==> src/rtl/hbi_pkg.sv <==
package hbi_pkg;
  localparam int ACC_W     = 40;
  localparam int FRAC_BITS = 8;
  localparam int HALF_TAPS = 3;

  typedef logic signed [ACC_W-1:0] acc_t;

  // 150 * p, built from shifts and adds
  function automatic acc_t k_inner(acc_t p);
    return (p <<< 7) + (p <<< 4) + (p <<< 2) + (p <<< 1);
  endfunction

  // 29 * p
  function automatic acc_t k_mid(acc_t p);
    return (p <<< 5) - (p <<< 1) - p;
  endfunction

  // 7 * p
  function automatic acc_t k_outer(acc_t p);
    return (p <<< 3) - p;
  endfunction

  // filtered polyphase branch: +150, -29, +7 applied to the pre-added pairs
  function automatic acc_t branch_sum(acc_t p_inner, acc_t p_mid, acc_t p_outer);
    return k_inner(p_inner) - k_mid(p_mid) + k_outer(p_outer);
  endfunction

  // round half up at frac bits, then clamp to a w-bit signed range
  function automatic acc_t round_sat(acc_t a, int frac, int w);
    acc_t half;
    acc_t r;
    acc_t hi;
    acc_t lo;
    half = acc_t'(1) <<< (frac - 1);
    r    = (a + half) >>> frac;
    hi   = (acc_t'(1) <<< (w - 1)) - acc_t'(1);
    lo   = -(acc_t'(1) <<< (w - 1));
    if (r > hi) return hi;
    if (r < lo) return lo;
    return r;
  endfunction
endpackage

==> src/rtl/hbi_delay_line.sv <==
module hbi_delay_line #(
  parameter int DATA_W = 16,
  parameter int DEPTH  = 6
) (
  input  logic                     clk,
  input  logic                     rst_n,
  input  logic                     in_valid,
  input  logic signed [DATA_W-1:0] in_data,
  output logic                     in_ready,
  output logic                     accept,
  output logic                     fresh,
  output logic signed [DATA_W-1:0] taps [DEPTH]
);
  logic busy_q;

  assign in_ready = ~busy_q;
  assign accept   = in_valid & in_ready;
  assign fresh    = busy_q;

  always_ff @(posedge clk) begin
    if (!rst_n) busy_q <= 1'b0;
    else        busy_q <= accept;
  end

  always_ff @(posedge clk) begin
    if (!rst_n) begin
      for (int i = 0; i < DEPTH; i++) taps[i] <= '0;
    end else if (accept) begin
      taps[0] <= in_data;
      for (int i = 1; i < DEPTH; i++) taps[i] <= taps[i-1];
    end
  end

  // a blocked cycle leaves the history untouched
  a_r5_stall_keeps_taps: assert property (@(posedge clk) disable iff (!rst_n)
    !in_ready |=> (taps[0] == $past(taps[0])) && (taps[DEPTH-1] == $past(taps[DEPTH-1])));
endmodule

==> src/rtl/hbi_preadd.sv <==
module hbi_preadd #(
  parameter int DATA_W = 16,
  parameter int DEPTH  = 6
) (
  input  logic                     clk,
  input  logic                     rst_n,
  input  logic                     fresh,
  input  logic signed [DATA_W-1:0] taps [DEPTH],
  output logic                     s1_valid,
  output logic signed [DATA_W:0]   pre [DEPTH/2],
  output logic signed [DATA_W-1:0] centre
);
  localparam int HALF = DEPTH / 2;

  logic signed [DATA_W:0] pair_sum [HALF];

  // mirrored samples share one coefficient, so add them first
  for (genvar gi = 0; gi < HALF; gi++) begin : g_pair
    assign pair_sum[gi] = {taps[gi][DATA_W-1], taps[gi]}
                        + {taps[DEPTH-1-gi][DATA_W-1], taps[DEPTH-1-gi]};
  end

  always_ff @(posedge clk) begin
    if (!rst_n) begin
      s1_valid <= 1'b0;
      centre   <= '0;
      for (int i = 0; i < HALF; i++) pre[i] <= '0;
    end else begin
      s1_valid <= fresh;
      if (fresh) begin
        centre <= taps[HALF-1];
        for (int i = 0; i < HALF; i++) pre[i] <= pair_sum[i];
      end
    end
  end
endmodule

==> src/rtl/hbi_commutator.sv <==
module hbi_commutator
  import hbi_pkg::*;
#(
  parameter int DATA_W = 16,
  parameter int HALF   = 3
) (
  input  logic                     clk,
  input  logic                     rst_n,
  input  logic                     s1_valid,
  input  logic signed [DATA_W:0]   pre [HALF],
  input  logic signed [DATA_W-1:0] centre,
  output logic                     out_valid,
  output logic signed [DATA_W-1:0] out_data,
  output logic                     even_emit,
  output logic                     odd_emit
);
  logic                     odd_pend;
  logic signed [DATA_W-1:0] odd_hold;
  acc_t                     filt_acc;
  acc_t                     filt_out;

  assign filt_acc  = branch_sum(acc_t'(pre[HALF-1]), acc_t'(pre[1]), acc_t'(pre[0]));
  assign filt_out  = round_sat(filt_acc, FRAC_BITS, DATA_W);
  assign even_emit = s1_valid;
  assign odd_emit  = odd_pend & ~s1_valid;

  always_ff @(posedge clk) begin
    if (!rst_n) begin
      out_valid <= 1'b0;
      out_data  <= '0;
      odd_pend  <= 1'b0;
      odd_hold  <= '0;
    end else if (even_emit) begin
      out_valid <= 1'b1;
      out_data  <= filt_out[DATA_W-1:0];
      odd_hold  <= centre;
      odd_pend  <= 1'b1;
    end else if (odd_emit) begin
      out_valid <= 1'b1;
      out_data  <= odd_hold;
      odd_pend  <= 1'b0;
    end else begin
      out_valid <= 1'b0;
    end
  end

  // a filtered sample is always followed by its delayed-branch partner
  a_r2_pair_order: assert property (@(posedge clk) disable iff (!rst_n)
    even_emit |=> odd_emit && !even_emit);

  // the delayed branch carries the centre sample without change
  a_r4_centre_passthrough: assert property (@(posedge clk) disable iff (!rst_n)
    odd_emit |=> out_valid && (out_data == $past(centre)));
endmodule

==> src/rtl/halfband_interp2.sv <==
module halfband_interp2
  import hbi_pkg::*;
#(
  parameter int DATA_W = 16
) (
  input  logic                     clk,
  input  logic                     rst_n,
  input  logic                     in_valid,
  output logic                     in_ready,
  input  logic signed [DATA_W-1:0] in_data,
  output logic                     out_valid,
  output logic signed [DATA_W-1:0] out_data
);
  localparam int DEPTH = 2 * HALF_TAPS;

  logic                     accept;
  logic                     fresh;
  logic                     s1_valid;
  logic                     even_emit;
  logic                     odd_emit;
  logic signed [DATA_W-1:0] taps [DEPTH];
  logic signed [DATA_W:0]   pre [HALF_TAPS];
  logic signed [DATA_W-1:0] centre;

  hbi_delay_line #(.DATA_W(DATA_W), .DEPTH(DEPTH)) u_line (
    .clk(clk), .rst_n(rst_n), .in_valid(in_valid), .in_data(in_data),
    .in_ready(in_ready), .accept(accept), .fresh(fresh), .taps(taps));

  hbi_preadd #(.DATA_W(DATA_W), .DEPTH(DEPTH)) u_pre (
    .clk(clk), .rst_n(rst_n), .fresh(fresh), .taps(taps),
    .s1_valid(s1_valid), .pre(pre), .centre(centre));

  hbi_commutator #(.DATA_W(DATA_W), .HALF(HALF_TAPS)) u_comm (
    .clk(clk), .rst_n(rst_n), .s1_valid(s1_valid), .pre(pre), .centre(centre),
    .out_valid(out_valid), .out_data(out_data),
    .even_emit(even_emit), .odd_emit(odd_emit));

  // two edges from acceptance to the filtered output being loaded
  a_r2_latency: assert property (@(posedge clk) disable iff (!rst_n)
    accept |-> ##2 even_emit);

  // acceptances are never on adjacent edges
  a_r5_spacing: assert property (@(posedge clk) disable iff (!rst_n)
    accept |=> !accept);
endmodule

==> config.mk <==
export PLATFORM = sky130hd
export DESIGN_NAME = halfband_interp2
export DESIGN_NICKNAME = d
export VERILOG_FILES = /design/src/rtl/hbi_pkg.sv /design/src/rtl/hbi_delay_line.sv /design/src/rtl/hbi_preadd.sv /design/src/rtl/hbi_commutator.sv /design/src/rtl/halfband_interp2.sv
export SDC_FILE = /design/constraint.sdc
export NUM_CORES = 1
export LEC_CHECK = 0
export BUFFER_PORTS_ARGS = -buffer_cell sky130_fd_sc_hd__clkbuf_2
export CORE_ASPECT_RATIO = 1.4
export CORE_MARGIN = 1
export CORE_UTILIZATION = 60
export CTS_CLUSTER_DIAMETER = 200
export CTS_CLUSTER_SIZE = 30
export DETAILED_ROUTE_END_ITERATION = 12
export GPL_ROUTABILITY_DRIVEN = 0
export PLACE_DENSITY_LB_ADDON = 0.08
export SYNTH_ARGS = -nofsm -noshare
export SYNTH_HDL_FRONTEND = slang
export SYNTH_HIERARCHICAL = 1
export SYNTH_SLANG_ARGS = --single-unit
==> constraint.sdc <==
create_clock -name clk -period 12.4 [get_ports clk]
set_input_delay 1.24 -clock clk [delete_from_list [all_inputs] [get_ports clk]]
set_output_delay 1.24 -clock clk [all_outputs]
set_load 0.02 [all_outputs]
==> flow_summary.rst <==
.. list-table::
   :header-rows: 1

   * - Metric
     - Value
   * - Run status
     - finished, final reports clean
   * - TritonCTS buffer count
     - 17
   * - Relative max-transition margin
     - 0.316
   * - Hold Path Class
     - flip-flop to flip-flop
   * - Final net count
     - about 1800
   * - Crit path arrival time
     - between 6 and 7 ns
   * - Total power density per cell area
     - approximately 120 mW/mm^2
   * - Syn Std Cell Area
     - about 0.015 sq mm
   * - Count of antenna diodes in the layout
     - 0
   * - Launch instance of the worst min-delay path
     - u_line/taps[4]$_SDFFE_PN0P_
   * - Beginning of the worst register-to-register path
     - u_pre/pre[7]$_SDFFE_PN0P_
   * - Count of cells along the worst hold path
     - 2
   * - Startpoint of the most critical setup path
     - u_pre/pre[7]$_SDFFE_PN0P_
   * - Average via count per standard cell
     - just under 6
   * - I/O pins
     - 37
   * - RSZ-0062 raised after global routing
     - no
   * - Count of endpoints failing setup in the final report
     - 0
   * - Initial antenna violation count
     - 0
   * - Minimum setup slack after placement
     - 6.21 ns
   * - Maximum VDD drop
     - 0.000112 V
   * - Proportion of layout cells with a drive suffix above 1
     - 0.0783
   * - Final Util
     - 0.642
   * - Endpoint kind of the worst setup timing path
     - flip-flop
   * - Data required time of the critical path
     - roughly 13 ns
   * - Hold bufs inserted after CTS
     - 0
   * - Clock network latency to the later pin of the worst-skew pair
     - between 0.4 and 0.5 ns
   * - Aggregate negative setup slack
     - 0 ns
   * - DRC violations left
     - 0
   * - Number of gates given a new drive strength after cts
     - 0
   * - Post-synthesis to final-layout area growth
     - 5.26%
   * - Wire length after detailed routing
     - around 32 mm
   * - Wire length of the first global-routing pass
     - around 53 mm
   * - Sink Count
     - between 150 and 200
   * - CTS tree
     - built
   * - Average wire length per cell after detail routing
     - 17.7 microns
   * - Total overflow reported by the global router
     - 0
   * - Fillcell total
     - 2080
   * - ANT nets after route
     - 0
   * - Post-route clock period utilization
     - 0.500
   * - Cell count after synthesis
     - approximately 1500
   * - Count of warnings emitted by yosys
     - 6
   * - Root cell of the clock tree
     - sky130_fd_sc_hd__clkbuf_16
   * - HPWL after detailed placement
     - 25.3 mm
   * - Final Critical Period
     - 6.20 ns
   * - Hold Vio Cnt, Final
     - 0
   * - Placeable core region
     - ~0.024 sq mm
   * - Leakage
     - 0.00702 uW
   * - Flop-to-flop setup slack
     - between 6 and 7 ns
   * - Count of vias placed by the detailed router
     - ~11000
   * - H-tree lvl count
     - 4
   * - Starting DRT DRC Count
     - around 430
   * - Max cap viols
     - 0
   * - Setup CP Type
     - flip-flop to flip-flop
   * - Clock Pin Slew Worst Setup and Hold Paths
     - about 0.07 ns
   * - Multi-input gate area
     - between 0.009 and 0.01 sq mm
   * - Maximum root-to-sink buffer count
     - 2
   * - Worst Reg2Reg Path Length in Cells
     - 18
   * - Final worst setup slack
     - ~6.2 ns
   * - # port buffers
     - 36
   * - Die Footprint
     - 0.0249 sq mm
   * - GRT Util Overall
     - 0.272
   * - Router iterations before antenna repair
     - 5
   * - Maximum number of pins on one net before global-route repair
     - 100
   * - Filler-free cell count of the finished design
     - 1829
   * - Area taken by flip-flops and latches
     - around 0.0040 sq mm
   * - Worst Path Max Fanout
     - 14
   * - Setup skew after layout
     - between 0.007 and 0.008 ns
   * - Syn_nets
     - 1770
   * - Number of placed instances with taps included
     - about 1800
   * - Die Span Y
     - between 150 and 200 microns
   * - Via count of the first global-routing pass
     - approximately 11000
   * - Total setup buffers inserted after CTS
     - 0
   * - Critical Path Start Type
     - flip-flop
   * - Final Max Slew Viols
     - 0
   * - Slew at the pin closest to its max-slew limit
     - between 1 and 1.5 ns
   * - Syn Area/Cell
     - around 9.6 sq um
   * - Fmax
     - around 160 MHz
   * - Width of the die
     - between 100 and 150 microns
   * - Standard-cell rows
     - 67
   * - Effective utilization at floorplan
     - 0.609
[layer usage]
metal | vias to the layer above | GRT usage | wire (microns)
li1 | 5175 | - | -
met1 | 5120 | 0.345 | 14400
met2 | 207 | 0.470 | 16100
met3 | 54 | 0.0386 | 1030
met4 | 0 | 0.0953 | 811
met5 | - | 0 | 0
[placed cells by master, fill, tap and decap left out, drive strengths merged, types with 23 or more instances in the layout]
master,instances
a21o,24
a21oi,72
clkbuf,58
dfxtp,199
fa,125
ha,115
inv,150
mux2i,147
nand2,179
nor2,79
nor2b,23
o21ai,58
xnor2,32
[registers in the layout, indices dropped and copies added (netlist names)]
register	flops
u_comm/out_valid	1
u_comm/odd_hold	16
u_comm/out_data	16
u_line/taps	96
u_pre/s1_valid	1
u_comm/odd_pend	1
u_pre/centre	16
u_line/fresh	1
u_pre/pre	51
[worst max-delay path, cell delays in order, from the launching register on]
cell and delay (ns):
sky130_fd_sc_hd__dfxtp_1 0.48, sky130_fd_sc_hd__inv_1 0.11, sky130_fd_sc_hd__fa_1 0.54, sky130_fd_sc_hd__inv_1 0.05, sky130_fd_sc_hd__fa_1 0.50, sky130_fd_sc_hd__fa_1 0.52
sky130_fd_sc_hd__fa_1 0.49, sky130_fd_sc_hd__ha_1 0.31, sky130_fd_sc_hd__ha_1 0.41, sky130_fd_sc_hd__a21oi_2 0.20, sky130_fd_sc_hd__o21ai_0 0.14, sky130_fd_sc_hd__a311o_1 0.34
sky130_fd_sc_hd__a31o_1 0.35, sky130_fd_sc_hd__a2111oi_4 0.41, sky130_fd_sc_hd__a211oi_2 0.10, sky130_fd_sc_hd__nor4b_2 0.34, sky130_fd_sc_hd__a31o_2 0.47, sky130_fd_sc_hd__a21boi_1 0.21
sky130_fd_sc_hd__o32ai_1 0.09
[per-stage QoR]
| stage | total power, uW | hold slack [ns] | instance area [sq um] |
|---|---|---|---|
| 6_report | 1900 | 0.467 | 15300 |
| 5_1_grt | 2040 | 0.489 | 15300 |
| 4_1_cts | 1920 | 0.469 | 15300 |
| 3_5_place_dp | 1390 | 0.460 | 14800 |
| 3_3_place_gp | 1380 | 0.450 | 14800 |
| 2_1_floorplan | 1260 | 0.443 | 14600 |
[final timing paths]
check | end
setup / recovery | u_comm/out_data[3]$_SDFFE_PN0P_
hold / removal | u_line/taps[4]$_SDFFE_PN0P_
setup reg to reg | u_comm/out_data[3]$_SDFFE_PN0P_
hold reg to reg | u_line/taps[4]$_SDFFE_PN0P_
[final cells by class]
cell class	count	area share
multi-input cells	1099	0.629
flip-flops and latches	199	0.260
inverters	147	0.0360
clock buffers	23	0.0305
well taps	310	0.0253
repair buffers	42	0.0149
clock inverters	9	0.00424
[where the power goes]
group          internal (uW)  leakage [uW]  total, uW  switching [uW]
logic                    283       0.00515        717             433
clock network            269      0.000259        520             251
registers                653       0.00161        666            13.6
Note: power is estimated with default switching activity, not from simulation.
